===== config.mk =====
export PLATFORM = sky130hd
export DESIGN_NAME = ctc4_top
export DESIGN_NICKNAME = d
export VERILOG_FILES = /design/src/rtl/ctc4_pkg.sv /design/src/rtl/ctc4_trig_sync.sv /design/src/rtl/ctc4_prescaler.sv /design/src/rtl/ctc4_channel.sv /design/src/rtl/ctc4_top.sv
export SDC_FILE = /design/constraint.sdc
export NUM_CORES = 1
export LEC_CHECK = 0
export ABC_CLOCK_PERIOD_IN_PS = 4900
export BUFFER_PORTS_ARGS = -buffer_cell sky130_fd_sc_hd__buf_2
export CORE_AREA = 2 2 135 137
export CTS_CLUSTER_SIZE = 24
export DETAILED_ROUTE_END_ITERATION = 8
export DIE_AREA = 0 0 137 139
export HOLD_SLACK_MARGIN = 0.12
export PLACE_DENSITY = 0.62
export REMOVE_ABC_BUFFERS = 1
export SLEW_MARGIN = 20
export SYNTH_ARGS = -nofsm -noshare
export SYNTH_HDL_FRONTEND = slang
export SYNTH_SLANG_ARGS = --single-unit

===== constraint.sdc =====
create_clock -name clk -period 4.9 [get_ports clk]
set_input_delay 1.47 -clock clk [delete_from_list [all_inputs] [get_ports clk]]
set_output_delay 1.47 -clock clk [all_outputs]
set_load 0.005 [all_outputs]

===== src/rtl/ctc4_pkg.sv =====
package ctc4_pkg;
  // Control-word bit positions
  localparam int CW_CTRL = 0;
  localparam int CW_SRST = 1;
  localparam int CW_TCF  = 2;
  localparam int CW_PRE  = 5;
  localparam int CW_ROLE = 6;
  localparam int CW_IEN  = 7;

  typedef struct packed {
    logic ien;
    logic cnt_role;
    logic pre_hi;
  } ch_mode_t;
endpackage


===== src/rtl/ctc4_trig_sync.sv =====
module ctc4_trig_sync #(
  parameter int STAGES = 2
) (
  input  logic clk,
  input  logic rst_n,
  input  logic trig_in,
  output logic rise
);
  logic [STAGES-1:0] sync_q;
  logic [STAGES-1:0] sync_d;
  logic              prev_q;

  generate
    if (STAGES == 1) begin : g_one
      always_comb sync_d = trig_in;
    end else begin : g_many
      always_comb sync_d = {sync_q[STAGES-2:0], trig_in};
    end
  endgenerate

  always_ff @(posedge clk or negedge rst_n) begin
    if (!rst_n) begin
      sync_q <= '0;
      prev_q <= 1'b0;
    end else begin
      sync_q <= sync_d;
      prev_q <= sync_q[STAGES-1];
    end
  end

  assign rise = sync_q[STAGES-1] & ~prev_q;
endmodule


===== src/rtl/ctc4_prescaler.sv =====
module ctc4_prescaler #(
  parameter int DIV_LO = 16,
  parameter int DIV_HI = 256
) (
  input  logic clk,
  input  logic rst_n,
  input  logic en,
  input  logic restart,
  input  logic sel_hi,
  output logic tick
);
  localparam int PW = $clog2(DIV_HI);
  localparam logic [PW-1:0] LIM_LO = PW'(DIV_LO - 1);
  localparam logic [PW-1:0] LIM_HI = PW'(DIV_HI - 1);

  logic [PW-1:0] pre_q, pre_d;
  logic [PW-1:0] limit;

  always_comb begin
    limit = sel_hi ? LIM_HI : LIM_LO;
    tick  = en && (pre_q == limit);
    pre_d = pre_q;
    if (restart)   pre_d = '0;
    else if (tick) pre_d = '0;
    else if (en)   pre_d = pre_q + 1'b1;
  end

  always_ff @(posedge clk or negedge rst_n) begin
    if (!rst_n) pre_q <= '0;
    else        pre_q <= pre_d;
  end
endmodule


===== src/rtl/ctc4_channel.sv =====
module ctc4_channel
  import ctc4_pkg::*;
#(
  parameter int DATA_W      = 8,
  parameter int DIV_LO      = 16,
  parameter int DIV_HI      = 256,
  parameter int SYNC_STAGES = 2
) (
  input  logic              clk,
  input  logic              rst_n,
  input  logic              wr_stb,
  input  logic              rd_stb,
  input  logic [DATA_W-1:0] wdata,
  input  logic              trig,
  output logic [DATA_W-1:0] rd_val,
  output logic              zc,
  output logic              irq,
  output logic              running
);
  ch_mode_t          mode_q, mode_d;
  logic              tcf_q, tcf_d;
  logic              run_q, run_d;
  logic [DATA_W-1:0] tc_q, tc_d;
  logic [DATA_W-1:0] cnt_q, cnt_d;
  logic              zc_q, zc_d;
  logic              irq_q, irq_d;

  logic is_ctrl, is_tc, tick, hit, trig_rise, pre_tick;

  ctc4_trig_sync #(.STAGES(SYNC_STAGES)) u_sync (
    .clk     (clk),
    .rst_n   (rst_n),
    .trig_in (trig),
    .rise    (trig_rise)
  );

  ctc4_prescaler #(.DIV_LO(DIV_LO), .DIV_HI(DIV_HI)) u_pre (
    .clk     (clk),
    .rst_n   (rst_n),
    .en      (run_q && !mode_q.cnt_role),
    .restart (is_tc),
    .sel_hi  (mode_q.pre_hi),
    .tick    (pre_tick)
  );

  always_comb begin
    is_ctrl = wr_stb && !tcf_q && wdata[CW_CTRL];
    is_tc   = wr_stb && tcf_q;
    tick    = run_q && (mode_q.cnt_role ? trig_rise : pre_tick);
    hit     = tick && (cnt_q == DATA_W'(1)) && !is_tc;

    mode_d = mode_q;
    tcf_d  = tcf_q;
    run_d  = run_q;
    tc_d   = tc_q;
    cnt_d  = cnt_q;

    if (is_ctrl) begin
      mode_d.ien      = wdata[CW_IEN];
      mode_d.cnt_role = wdata[CW_ROLE];
      mode_d.pre_hi   = wdata[CW_PRE];
      tcf_d           = wdata[CW_TCF];
      if (wdata[CW_SRST]) run_d = 1'b0;
    end

    if (is_tc) begin
      tcf_d = 1'b0;
      run_d = 1'b1;
      tc_d  = wdata;
      cnt_d = wdata;
    end else if (hit) begin
      cnt_d = tc_q;
    end else if (tick) begin
      cnt_d = cnt_q - 1'b1;
    end

    zc_d = hit;
    if (hit && mode_q.ien) irq_d = 1'b1;
    else if (rd_stb)       irq_d = 1'b0;
    else                   irq_d = irq_q;
  end

  always_ff @(posedge clk or negedge rst_n) begin
    if (!rst_n) begin
      mode_q <= '0;
      tcf_q  <= 1'b0;
      run_q  <= 1'b0;
      tc_q   <= '0;
      cnt_q  <= '0;
      zc_q   <= 1'b0;
      irq_q  <= 1'b0;
    end else begin
      mode_q <= mode_d;
      tcf_q  <= tcf_d;
      run_q  <= run_d;
      tc_q   <= tc_d;
      cnt_q  <= cnt_d;
      zc_q   <= zc_d;
      irq_q  <= irq_d;
    end
  end

  // Counter role shows the live count; an idle timer reads zero
  assign rd_val  = (mode_q.cnt_role || run_q) ? cnt_q : '0;
  assign zc      = zc_q;
  assign irq     = irq_q;
  assign running = run_q;
endmodule


===== src/rtl/ctc4_top.sv =====
module ctc4_top #(
  parameter int NUM_CH      = 4,
  parameter int DATA_W      = 8,
  parameter int ADDR_W      = 8,
  parameter int DIV_LO      = 16,
  parameter int DIV_HI      = 256,
  parameter int SYNC_STAGES = 2
) (
  input  logic              clk,
  input  logic              rst_n,
  input  logic              wr_en,
  input  logic              rd_en,
  input  logic [ADDR_W-1:0] addr,
  input  logic [DATA_W-1:0] wdata,
  output logic [DATA_W-1:0] rdata,
  input  logic [NUM_CH-1:0] trig,
  output logic [NUM_CH-1:0] zc,
  output logic [NUM_CH-1:0] irq
);
  localparam int SEL_W = $clog2(NUM_CH);

  logic [SEL_W-1:0]  ch_sel;
  logic [DATA_W-1:0] rd_vals [NUM_CH];
  logic [NUM_CH-1:0] run_vec;

  assign ch_sel = addr[SEL_W-1:0];

  generate
    for (genvar i = 0; i < NUM_CH; i++) begin : g_ch
      ctc4_channel #(
        .DATA_W      (DATA_W),
        .DIV_LO      (DIV_LO),
        .DIV_HI      (DIV_HI),
        .SYNC_STAGES (SYNC_STAGES)
      ) u_ch (
        .clk     (clk),
        .rst_n   (rst_n),
        .wr_stb  (wr_en && (ch_sel == SEL_W'(i))),
        .rd_stb  (rd_en && (ch_sel == SEL_W'(i))),
        .wdata   (wdata),
        .trig    (trig[i]),
        .rd_val  (rd_vals[i]),
        .zc      (zc[i]),
        .irq     (irq[i]),
        .running (run_vec[i])
      );
    end
  endgenerate

  assign rdata = rd_vals[ch_sel];
endmodule


==> impl_summary.txt <==
----------------------------------------------------
[Critical path]
  R2r startpoint ... g_ch[3].u_ch.cnt_q[4]
  Cells along the critical path ... buf_2, nand2_1, nor2_1, a22o_1, a221o_1, buf_2
  Critical path capture point type ... output port
  Cell repeated most along the worst path ... sky130_fd_sc_hd__buf_2
  Critical path arrival ... 2.81 ns
  Type of the worst setup path ... in2out
  Internal reg-to-reg setup slack ... 2.41 ns
  Critical-path top delay cell ... sky130_fd_sc_hd__nor2_1
  Critical Path Start Type ... primary input
  R2R cell count ... 5
  Crit path required time ... 3.43 ns
  Crit Reg-Reg Endpoint ... g_ch[3].u_ch.cnt_q[3]
  Max stage delay on crit path ... 0.45 ns
  Critical Path Source ... addr[1]
  Worst Path Max Fanout ... 12
  Critical path destination ... rdata[0]

[Detailed routing]
  1st-iter DRT viols ... 352
  Vias per cell ... 5.59
  Drt wl/cell ... 17.0 um
  Via count ... about 5600
  Number of remaining DRC errors ... 0
  Routed Antenna Nets ... 0
  Aggregate routed wire length ... approximately 17 mm
  Number of search-and-repair iterations in the first detailed-routing pass ... 5

[Layout]
  Ant. Diodes ... 0
  Share of cells above drive strength 1 ... around an eighth
  Most frequent cells in the layout ... sky130_fd_sc_hd__nand2_1, sky130_fd_sc_hd__dfrtp_1, sky130_fd_sc_hd__nor2_1
  Area growth from synthesis to layout ... 14.5%
  Most common cell after layout, fill and taps aside ... sky130_fd_sc_hd__nand2_1
  Total Nets Final ... a little under 800

[Clocking]
  CTS tree ... done
  H-tree lvl count ... 4
  Number of post-CTS setup repair buffers ... 0
  Worst-skew pair later-pin latency ... 0.42 ns
  Cell at the root of the clock tree ... sky130_fd_sc_hd__clkbuf_16
  Number of instances resized during post-cts repair ... 0
  Clock transition at the registers of the reported paths ... 0.06 ns
  Hold bufs inserted after CTS ... 0
  Number of buffers created by CTS ... 17
  CTS Buffer Depth ... 2
  Total clock sinks ... roughly 140

[Synthesis]
  Synthesis-stage register bit count ... 136
  Gate count of the mapped netlist ... 730
  EDFF count, synth ... 0
  Async set-reset flop share out of synthesis ... 100%
  Count of different cell masters after synthesis ... 60
  Yosys warning total ... 0
  Seq/Total Area, Yosys ... 49.3%
  Average size of a mapped cell ... 9.46 um^2
  Syn Std Cell Area ... between 6000 and 7000 um^2
  Dominant register cell in the synthesized netlist ... sky130_fd_sc_hd__dfrtp_1

[Global routing]
  Busiest metal layer after global routing ... met2
  Number of antenna violations at the first check in global routing ... 0
  First-pass GRT wire length ... 28.3 mm
  Met3 usage in global routing ... 4.28%
  GR Util met1 ... about a quarter
  Vias in the first global route ... 5379
  Pin count of the biggest net entering global routing ... 95
  Overflow after GRT ... 0
  Routing usage on met2 ... 29.4%
  All-layer global routing usage ... 18.8%

[STA]
  Normalized max-slew margin ... 39.8%
  Total Negative Setup Slacks ... 0 ns
  Final clock skew ... around 0.0084 ns
  Final hold violations ... 0
  Period utilization ... about 87%
  Unrepaired setup endpoints after global routing ... false
  Highest Clock Rate ... about 230 MHz
  Number of failing setup endpoints in the final timing report ... 0
  Transition time at the pin with the least slew margin ... roughly 0.90 ns
  Final count of pins violating max slew ... 0
  Final worst path period need ... 4.28 ns
  Smallest setup slack after layout ... around 0.6 ns

[Place]
  Setup slack after placement ... 0.637 ns
  Placer congestion estimate ... about 0.82
  Placed wire-length estimate ... 11.4 mm
  Total of buffers placed on input and output ports ... 33

[Floorplan]
  DIE WIDTH ... 137 um
  Die area ... between 15000 and 20000 um^2
  Floorplan die height ... 139 um
  Area of the core region ... between 15000 and 20000 um^2
  Number of rows in the core area ... 49
  Initial core utilization ... 39.1%
  Number of placed I/O pins ... 40

[Pwr]
  Static power due to leakage ... ~3.6 nW
  Peak supply drop ... 0.310 mV
  Power density of the placed cells ... 573 nW/um^2

[Run status]
  Outcome ... finished, final reports clean

[Min path]
  Min-delay worst type ... reg2reg

[Run]
  Number of violations of the max-capacitance limit ... 0

----------------------------------------------------
==> per-stage QoR <==
stage	area (um^2)	total power, mW	hold WS, ns	util [%]	instances
2_1_floorplan	6730	2.72	0.331	-	692
3_3_place_gp	7240	3.09	0.334	41.0	962
3_5_place_dp	7240	3.11	0.335	41.0	962
4_1_cts	7900	4.55	0.348	44.8	994
5_1_grt	7910	4.86	0.363	44.8	994
6_report	7910	4.53	0.345	44.8	994
==> per-layer routing <==
layer  vias up  part of all wire, %
met5         -                    0
met4         0                  1.8
met3        16                  5.0
met2       138                   48
met1      2709                   45
li1       2698                    -
==> area by class of cell <==
class / count / area [um^2]
Clock inverter: 7 / 163
Multi-Input combinational cell: 542 / 3270
Fill cell: 1694 / 9750
Clock buffer: 25 / 495
Sequential cell: 136 / 3400
Inverter: 14 / 52.6
Tap cell: 229 / 287
Timing Repair Buffer: 41 / 231
==> worst min-delay path by stage <==
| stage | end | startpoint | depth (start not counted) | slack (ns) |
|---|---|---|---|---|
| final | g_ch[2].u_ch.u_sync.sync_q[1] | g_ch[2].u_ch.u_sync.sync_q[0] | 0 | 0.34 |
| after detailed placement | g_ch[2].u_ch.u_sync.sync_q[1] | g_ch[2].u_ch.u_sync.sync_q[0] | 0 | 0.33 |
| after CTS | g_ch[2].u_ch.u_sync.sync_q[1] | g_ch[2].u_ch.u_sync.sync_q[0] | 0 | 0.35 |
| after floorplan | g_ch[0].u_ch.u_sync.sync_q[1] | g_ch[0].u_ch.u_sync.sync_q[0] | 0 | 0.33 |
| after global routing | g_ch[2].u_ch.u_sync.sync_q[1] | g_ch[2].u_ch.u_sync.sync_q[0] | 0 | 0.36 |
| after global placement | g_ch[3].u_ch.u_sync.sync_q[1] | g_ch[3].u_ch.u_sync.sync_q[0] | 0 | 0.33 |
==> sequential cells by signal (all words and copies together), names as in the netlist <==
register and cells:
g_ch.u_ch.zc 4, g_ch.u_ch.u_pre.pre_q 32, g_ch.u_ch.tcf_q 4, g_ch.u_ch.running 4
g_ch.u_ch.u_sync.sync_q 8, g_ch.u_ch.irq 4, g_ch.u_ch.tc_q 32, g_ch.u_ch.mode_q 12
g_ch.u_ch.cnt_q 32, g_ch.u_ch.u_sync.prev_q 4
==> Yosys cell counts (6+ instances only) <==
library cell | number | area (um^2)
sky130_fd_sc_hd__a21oi_1 | 33 | 165
sky130_fd_sc_hd__a221o_1 | 7 | 70.1
sky130_fd_sc_hd__a22o_1 | 12 | 105
sky130_fd_sc_hd__and3_1 | 7 | 43.8
sky130_fd_sc_hd__buf_4 | 8 | 60.1
sky130_fd_sc_hd__clkbuf_1 | 27 | 101
sky130_fd_sc_hd__dfrtp_1 | 136 | 3400
sky130_fd_sc_hd__ha_1 | 12 | 150
sky130_fd_sc_hd__inv_1 | 14 | 52.6
sky130_fd_sc_hd__mux2_2 | 18 | 203
sky130_fd_sc_hd__mux2i_1 | 11 | 110
sky130_fd_sc_hd__nand2_1 | 142 | 533
sky130_fd_sc_hd__nand2b_1 | 7 | 43.8
sky130_fd_sc_hd__nand3_1 | 43 | 215
sky130_fd_sc_hd__nand4_1 | 6 | 37.5
sky130_fd_sc_hd__nor2_1 | 49 | 184
sky130_fd_sc_hd__nor2b_1 | 8 | 50.1
sky130_fd_sc_hd__nor3_1 | 16 | 80.1
sky130_fd_sc_hd__o2111ai_1 | 6 | 52.6
sky130_fd_sc_hd__o211ai_1 | 11 | 82.6
sky130_fd_sc_hd__o21ai_0 | 30 | 150
sky130_fd_sc_hd__o31ai_1 | 12 | 90.1
sky130_fd_sc_hd__or3_1 | 7 | 43.8
sky130_fd_sc_hd__or4_1 | 10 | 75.1
sky130_fd_sc_hd__xnor2_1 | 8 | 70.1
sky130_fd_sc_hd__xor2_1 | 14 | 123
==> cells by family (layout without fill, tap and decap cells) <==
kind of cell	count (synthesis)	in the layout	share of synthesized area [%]
xor gates and xnor gates	22	22	2.79
DFF	136	136	49.3
AOI/OAI and AO/OA	156	156	15.6
and+or+nand+nor	323	323	22.2
adders and majority gates	12	12	2.17
buffers and inverters	52	87	3.39
muxes	29	29	4.53
==> critical path, delay by kind of cell <==
kind / cells / cell delay [ns]
AND/OR/NAND/NOR: 2 / 0.62
AO/OA/AOI/OAI: 2 / 0.41
buffers and inverters: 2 / 0.31
==> power breakdown <==
| group | switching [mW] | total (mW) | internal (mW) |
|---|---|---|---|
| sequential | 0.457 | 1.94 | 1.49 |
| combinational | 0.599 | 1.17 | 0.566 |
| clock | 0.461 | 1.42 | 0.957 |
| total | 1.52 | 4.53 | 3.01 |
Note: power is estimated with default switching activity, not from simulation.
